==> src/rtl/rot_pkg.sv <==
package rot_pkg;
  localparam int ZW = 32;  // internal angle width, full circle = 2^ZW

  // arctangent of 2^-k in units of 2^ZW per full turn
  function automatic logic [ZW-1:0] atan_step(input int k);
    case (k)
      0:  return 32'd536870912;
      1:  return 32'd316933406;
      2:  return 32'd167458907;
      3:  return 32'd85004756;
      4:  return 32'd42667331;
      5:  return 32'd21354465;
      6:  return 32'd10679838;
      7:  return 32'd5340245;
      8:  return 32'd2670163;
      9:  return 32'd1335087;
      10: return 32'd667544;
      11: return 32'd333772;
      12: return 32'd166886;
      13: return 32'd83443;
      14: return 32'd41722;
      15: return 32'd20861;
      default: return 32'(32'd683565276 >> k);
    endcase
  endfunction
endpackage

==> src/rtl/rot_entry.sv <==
module rot_entry #(
  parameter int DW   = 16,
  parameter int PW   = 16,
  parameter int IW   = 22,
  parameter int FRAC = 4
) (
  input  logic                     clk,
  input  logic                     rst_n,
  input  logic                     adv,
  input  logic                     v_i,
  input  logic signed [DW-1:0]     i_i,
  input  logic signed [DW-1:0]     q_i,
  input  logic [PW-1:0]            ph_i,
  input  logic                     mode_i,
  output logic                     v_o,
  output logic signed [IW-1:0]     x_o,
  output logic signed [IW-1:0]     y_o,
  output logic [rot_pkg::ZW-1:0]   z_o,
  output logic                     mode_o
);
  localparam int ZW = rot_pkg::ZW;
  localparam logic [ZW-1:0] QUARTER = ZW'(1) << (ZW-2);

  logic signed [IW-1:0] xe, ye, xn, yn;
  logic [ZW-1:0]        ze, zn;

  always_comb begin
    xe = {{(IW-DW){i_i[DW-1]}}, i_i} <<< FRAC;
    ye = {{(IW-DW){q_i[DW-1]}}, q_i} <<< FRAC;
    ze = ZW'(ph_i) << (ZW-PW);
    unique case (ph_i[PW-1:PW-2])
      2'b01: begin xn = -ye; yn = xe;  zn = ze - QUARTER; end  // +90
      2'b10: begin xn = ye;  yn = -xe; zn = ze + QUARTER; end  // -90
      default: begin xn = xe; yn = ye; zn = ze; end
    endcase
  end

  always_ff @(posedge clk) begin
    if (!rst_n)   v_o <= 1'b0;
    else if (adv) v_o <= v_i;
    if (adv) begin
      x_o <= xn; y_o <= yn; z_o <= zn; mode_o <= mode_i;
    end
  end
endmodule

==> src/rtl/rot_step.sv <==
module rot_step #(
  parameter int IW    = 22,
  parameter int SHIFT = 0
) (
  input  logic                     clk,
  input  logic                     rst_n,
  input  logic                     adv,
  input  logic                     v_i,
  input  logic signed [IW-1:0]     x_i,
  input  logic signed [IW-1:0]     y_i,
  input  logic [rot_pkg::ZW-1:0]   z_i,
  input  logic                     mode_i,
  output logic                     v_o,
  output logic signed [IW-1:0]     x_o,
  output logic signed [IW-1:0]     y_o,
  output logic [rot_pkg::ZW-1:0]   z_o,
  output logic                     mode_o
);
  localparam int ZW = rot_pkg::ZW;
  localparam logic [ZW-1:0] ANG = rot_pkg::atan_step(SHIFT);

  logic signed [IW-1:0] dx, dy, xn, yn;
  logic [ZW-1:0]        zn;

  always_comb begin
    dx = x_i >>> SHIFT;
    dy = y_i >>> SHIFT;
    if (!z_i[ZW-1]) begin
      xn = x_i - dy; yn = y_i + dx; zn = z_i - ANG;
    end else begin
      xn = x_i + dy; yn = y_i - dx; zn = z_i + ANG;
    end
  end

  always_ff @(posedge clk) begin
    if (!rst_n)   v_o <= 1'b0;
    else if (adv) v_o <= v_i;
    if (adv) begin
      x_o <= xn; y_o <= yn; z_o <= zn; mode_o <= mode_i;
    end
  end
endmodule

==> src/rtl/rot_scale.sv <==
module rot_scale #(
  parameter int DW   = 16,
  parameter int IW   = 22,
  parameter int FRAC = 4
) (
  input  logic                  clk,
  input  logic                  rst_n,
  input  logic                  adv,
  input  logic                  v_i,
  input  logic signed [IW-1:0]  x_i,
  input  logic signed [IW-1:0]  y_i,
  input  logic                  full_i,
  output logic                  v_o,
  output logic signed [DW-1:0]  i_o,
  output logic signed [DW-1:0]  q_o
);
  localparam logic signed [IW:0] HI = (IW+1)'((1 << (DW-1)) - 1);
  localparam logic signed [IW:0] LO = -HI;
  localparam logic signed [IW:0] HALF_F = (IW+1)'(1 << (FRAC-1));
  localparam logic signed [IW:0] HALF_H = (IW+1)'(1 << FRAC);

  function automatic logic signed [DW-1:0] shape(input logic signed [IW-1:0] v,
                                                 input logic full);
    logic signed [IW:0] e, r;
    e = {v[IW-1], v};
    if (full) r = (e + HALF_F) >>> FRAC;
    else      r = (e + HALF_H) >>> (FRAC + 1);
    if (r > HI)      r = HI;
    else if (r < LO) r = LO;
    return r[DW-1:0];
  endfunction

  always_ff @(posedge clk) begin
    if (!rst_n)   v_o <= 1'b0;
    else if (adv) v_o <= v_i;
    if (adv) begin
      i_o <= shape(x_i, full_i);
      q_o <= shape(y_i, full_i);
    end
  end
endmodule

==> src/rtl/cordic_rotator.sv <==
module cordic_rotator #(
  parameter int DW    = 16,
  parameter int PW    = 16,
  parameter int ITER  = 16,
  parameter int GUARD = 2,
  parameter int FRAC  = 4
) (
  input  logic                 clk,
  input  logic                 rst_n,
  input  logic                 in_valid,
  output logic                 in_ready,
  input  logic signed [DW-1:0] in_i,
  input  logic signed [DW-1:0] in_q,
  input  logic [PW-1:0]        in_phase,
  input  logic                 gain_full,
  output logic                 out_valid,
  input  logic                 out_ready,
  output logic signed [DW-1:0] out_i,
  output logic signed [DW-1:0] out_q
);
  localparam int IW = DW + GUARD + FRAC;
  localparam int ZW = rot_pkg::ZW;

  logic adv;
  assign adv      = !out_valid || out_ready;
  assign in_ready = adv;

  logic                 sv [ITER+1];
  logic                 sm [ITER+1];
  logic signed [IW-1:0] sx [ITER+1];
  logic signed [IW-1:0] sy [ITER+1];
  logic [ZW-1:0]        sz [ITER+1];

  rot_entry #(.DW(DW), .PW(PW), .IW(IW), .FRAC(FRAC)) u_entry (
    .clk(clk), .rst_n(rst_n), .adv(adv),
    .v_i(in_valid), .i_i(in_i), .q_i(in_q), .ph_i(in_phase), .mode_i(gain_full),
    .v_o(sv[0]), .x_o(sx[0]), .y_o(sy[0]), .z_o(sz[0]), .mode_o(sm[0])
  );

  for (genvar k = 0; k < ITER; k++) begin : g_step
    rot_step #(.IW(IW), .SHIFT(k)) u_step (
      .clk(clk), .rst_n(rst_n), .adv(adv),
      .v_i(sv[k]), .x_i(sx[k]), .y_i(sy[k]), .z_i(sz[k]), .mode_i(sm[k]),
      .v_o(sv[k+1]), .x_o(sx[k+1]), .y_o(sy[k+1]), .z_o(sz[k+1]), .mode_o(sm[k+1])
    );
  end

  rot_scale #(.DW(DW), .IW(IW), .FRAC(FRAC)) u_scale (
    .clk(clk), .rst_n(rst_n), .adv(adv),
    .v_i(sv[ITER]), .x_i(sx[ITER]), .y_i(sy[ITER]), .full_i(sm[ITER]),
    .v_o(out_valid), .i_o(out_i), .q_o(out_q)
  );
endmodule

==> config.mk <==
export PLATFORM = sky130hd
export DESIGN_NAME = cordic_rotator
export DESIGN_NICKNAME = d
export VERILOG_FILES = /design/src/rtl/rot_pkg.sv /design/src/rtl/rot_entry.sv /design/src/rtl/rot_step.sv /design/src/rtl/rot_scale.sv /design/src/rtl/cordic_rotator.sv
export SDC_FILE = /design/constraint.sdc
export NUM_CORES = 2
export LEC_CHECK = 0
export ABC_CLOCK_PERIOD_IN_PS = 41900
export BUFFER_PORTS_ARGS = -buffer_cell sky130_fd_sc_hd__buf_4
export CAP_MARGIN = 30
export CORE_ASPECT_RATIO = 0.8
export CORE_MARGIN = 5
export CORE_UTILIZATION = 30
export CTS_CLUSTER_SIZE = 8
export DETAILED_ROUTE_END_ITERATION = 8
export GPL_ROUTABILITY_DRIVEN = 0
export GPL_TIMING_DRIVEN = 0
export PLACE_DENSITY = 0.51
export REMOVE_ABC_BUFFERS = 1
export SYNTH_ARGS = -nofsm -noshare
export SYNTH_HDL_FRONTEND = slang
export SYNTH_SLANG_ARGS = --single-unit
==> constraint.sdc <==
create_clock -name clk -period 41.9 [get_ports clk]
set_input_delay 6.285 -clock clk [delete_from_list [all_inputs] [get_ports clk]]
set_output_delay 6.285 -clock clk [all_outputs]
set_load 0.03 [all_outputs]
==> results.tsv <==
stage	metric	value	unit
run_status	outcome	finished, final reports clean	
die	start_util	30.07	%
synth	yosysSeqAreaShare	37.36	%
route	num_vias	72900	
layout	seqCellArea	36000	sq um
critical_path	cp-startpoint	out_ready	
critical_path	cp.arrival	7.92	ns
clocking	cts.sinks	1205	
sta	hold_viol_final	0	
die	rows	186	
critical_path	path_max_fanout	51	
critical_path	cp-endpoint	in_ready	
layout	n_antenna_cell	0	
route	wl_per_cell	16.31	um
synth	synthMuxAreaShare	1.157	%
critical_path	cp-end-kind	primary output	
clocking	ctsHoldBuffers	0	
place	portBuffers	86	
sta	max_freq	0.07040	GHz
synth	synth-simple-area-share	13.35	%
place	place_ws	27.66	ns
hold_path	min_path_type	flip-flop to flip-flop	
synth	synth_edf_count	1187	
synth	ys_types	97	
critical_path	crit-reg2reg-launch	g_step[6].u_step.z_o[31]	
clocking	cts_tree	built	
synth	synth_cells	9816	
die	io_pins	87	
route	postRouteAntennaNets	0	
clocking	post_cts_buffers	0	
synth	synth_top_family_by_area	compound AO/OA/AOI/OAI gates	
die	die-area	332700	sq um
global_route	grt_max_degree	114	
layout	areaGrowthSynthToFinish	11.79	%
critical_path	path_class	primary input to primary output	
critical_path	required	35.62	ns
critical_path	reg2regPathDepth	15	
critical_path	startpoint_type	primary input	
layout	multi_input_area	58150	sq um
global_route	antenna_found_initial	0	
clocking	clk_path_buf_depth	4	
sta	finalClockSkew	0.07932	ns
place	dp_hpwl	179900	um
route	routed_via_density	5.119	
die	fp.dieW	643.7	um
synth	yosys_warnings	0	
clocking	cts_resized	0	
global_route	grt.total_usage	13.47	%
synth	yosys_most_used_dff	edfxtp_1	
sta	post-route-min-period	14.20	ns
sta	setup_viol	0	
synth	synth_xor_area_share	11.46	%
synth	ys_seq_elements	1205	
critical_path	r2r_end	g_step[7].u_step.x_o[21]	
synth	synth-compound-area-share	18.29	%
sta	drv_slew	0	
sta	finalCritPeriodShare	33.90	%
route	drc	0	
route	drtPass1Iterations	6	
sta	relSlewSlack	32.44	%
clocking	clock_latency	0.84	ns
route	dr.first_iter.drc_count	4412	
global_route	grt_overflow	0	
layout	fillCellCount	31960	
global_route	grt_pass1_wl	376600	um
run	maxCapViolCount	0	
sta	rsz0062_at_grt	false	
clocking	htree_num_levels	4	
route	wirelength	232300	um
sta	worstMarginPinSlew	1.012	ns
critical_path	worst-r2r-setup-slack	36.51	ns
clocking	cts_inserted_buffers	179	
die	die_y	516.9	um
clocking	clockRootBuffer	clkbuf_16	
global_route	grt_pass1_vias	71190	
synth	synth_area	96370	sq um
sta	fin_tns_setup	0	ns
clocking	cts.reportedPaths.clkPinSlew	0.06	ns
layout	nets	11250	
synth	async_flop_share	0	%
synth	synth_fa_ha_area_share	16.08	%
die	core	320500	sq um
synth	syn_avg_cell_area	9.818	sq um
sta	finalWorstSetupSlack	27.70	ns
layout	final_layout_size_suffix_gt1_share	4.894	%
metrics by stage:
stage               util, %  area (sq um)  cells  hold WS (ns)
floorplan                 -         95790   9663        0.4003
global placement      31.74        101700  13980        0.4024
detailed placement    32.16        103100  14030        0.4045
CTS                   33.62        107700  14240        0.4029
global route          33.62        107700  14240        0.4100
finish                33.62        107700  14240        0.3974
per-layer routing:
metal  global-route usage (%)  share of wire, %
met1                    19.22                50
met2                    21.73                44
met3                    1.704               4.1
met4                    3.038               2.0
met5                        0                 0
placed cells by master, fill, tap and decap left out, types with 24 or more instances in the layout:
cell type,count
fa_1,39
and2_1,53
nor2b_1,147
nand3_1,205
nand2_1,481
or2_2,51
xor2_1,395
o21ai_0,504
nor3_1,327
a21o_1,296
inv_1,430
mux2i_1,54
and3_1,99
a21boi_0,51
a211oi_1,100
xnor2_1,866
a211o_1,28
nand4_1,41
clkbuf_16,179
nor3b_1,24
nor2_1,875
or4_1,31
ha_1,1175
buf_4,87
mux2_2,51
o21a_1,204
o31ai_1,40
buf_16,45
o21bai_1,102
a21oi_1,964
o211ai_1,45
o31a_1,30
nor4_1,50
nand2b_1,140
a31oi_1,99
edfxtp_1,1187
o41ai_1,30
or3_1,79
registers in the layout, indices dropped and copies added (netlist names):
register	flops
g_step.u_step.v_o	16
u_entry.z_o	16
u_entry.x_o	18
u_entry.mode_o	1
u_scale.v_o	1
u_scale.i_o	16
u_entry.y_o	18
g_step.u_step.mode_o	16
u_entry.v_o	1
g_step.u_step.x_o	338
g_step.u_step.z_o	407
u_scale.q_o	16
g_step.u_step.y_o	341
cells by family (layout without fill, tap and decap cells):
family | count (synthesis) | after routing
AND/OR/NAND/NOR | 2669 | 2669
AO/OA/AOI/OAI | 2772 | 2772
XOR/XNOR | 1261 | 1261
multiplexers | 105 | 105
buffers and inverters | 589 | 785
flip-flops | 1205 | 1205
adder cells (fa/ha/maj) | 1215 | 1215
cell usage after synthesis, types with 39 or more instances:
| master | count | share of area [%] |
|---|---|---|
| or3_1 | 79 | 0.51 |
| a31oi_1 | 99 | 0.64 |
| o21ai_0 | 504 | 2.6 |
| nor2_1 | 875 | 3.4 |
| nand3_1 | 205 | 1.1 |
| xor2_1 | 395 | 3.6 |
| nand2b_1 | 140 | 0.91 |
| nor4_1 | 50 | 0.32 |
| ha_1 | 1176 | 15 |
| inv_1 | 430 | 1.7 |
| mux2i_1 | 54 | 0.56 |
| o21a_1 | 204 | 1.6 |
| fa_1 | 39 | 0.81 |
| edfxtp_1 | 1187 | 37 |
| a211oi_1 | 100 | 0.78 |
| nand4_1 | 41 | 0.27 |
| o211ai_1 | 45 | 0.35 |
| xnor2_1 | 866 | 7.9 |
| clkbuf_1 | 118 | 0.46 |
| and3_1 | 99 | 0.64 |
| or2_2 | 51 | 0.33 |
| nor2b_1 | 147 | 0.95 |
| and2_1 | 53 | 0.34 |
| o21bai_1 | 102 | 0.79 |
| a21oi_1 | 964 | 5.0 |
| mux2_2 | 51 | 0.60 |
| nand2_1 | 481 | 1.9 |
| a21boi_0 | 51 | 0.40 |
| nor3_1 | 327 | 1.7 |
| a21o_1 | 296 | 2.3 |
| o31ai_1 | 41 | 0.32 |
how the worst min path moves through the flow:
stage / from / endpoint / slack [ns] / depth (start not counted)
2_1_floorplan: u_entry.mode_o / g_step[0].u_step.mode_o / 0.40 / 0
3_3_place_gp: g_step[13].u_step.mode_o / g_step[14].u_step.mode_o / 0.40 / 0
3_5_place_dp: u_entry.z_o[17] / g_step[0].u_step.z_o[17] / 0.40 / 0
4_1_cts: u_entry.z_o[22] / g_step[0].u_step.z_o[22] / 0.40 / 0
5_1_grt: g_step[2].u_step.mode_o / g_step[3].u_step.mode_o / 0.41 / 0
6_report: u_entry.z_o[22] / g_step[0].u_step.z_o[22] / 0.40 / 0
worst max-delay path, cell delays in order:
cell      delay (ns)
buf_4           0.11
nor2b_1         0.55
buf_6           0.24
clkinv_4        0.37
buf_4           0.34
final cells by class:
type,count,area share [%]
Sequential cell,1205,33.42
Tap cell,4230,4.913
Clock buffer,198,4.224
Inverter,436,1.524
Clock inverter,11,0.1069
Timing Repair Buffer,140,1.832
Multi-Input combinational cell,8022,53.98
Power is left out: the tool's default activity adds up to more than one toggle a clock period on the data nets, which glitch-free logic cannot reach.
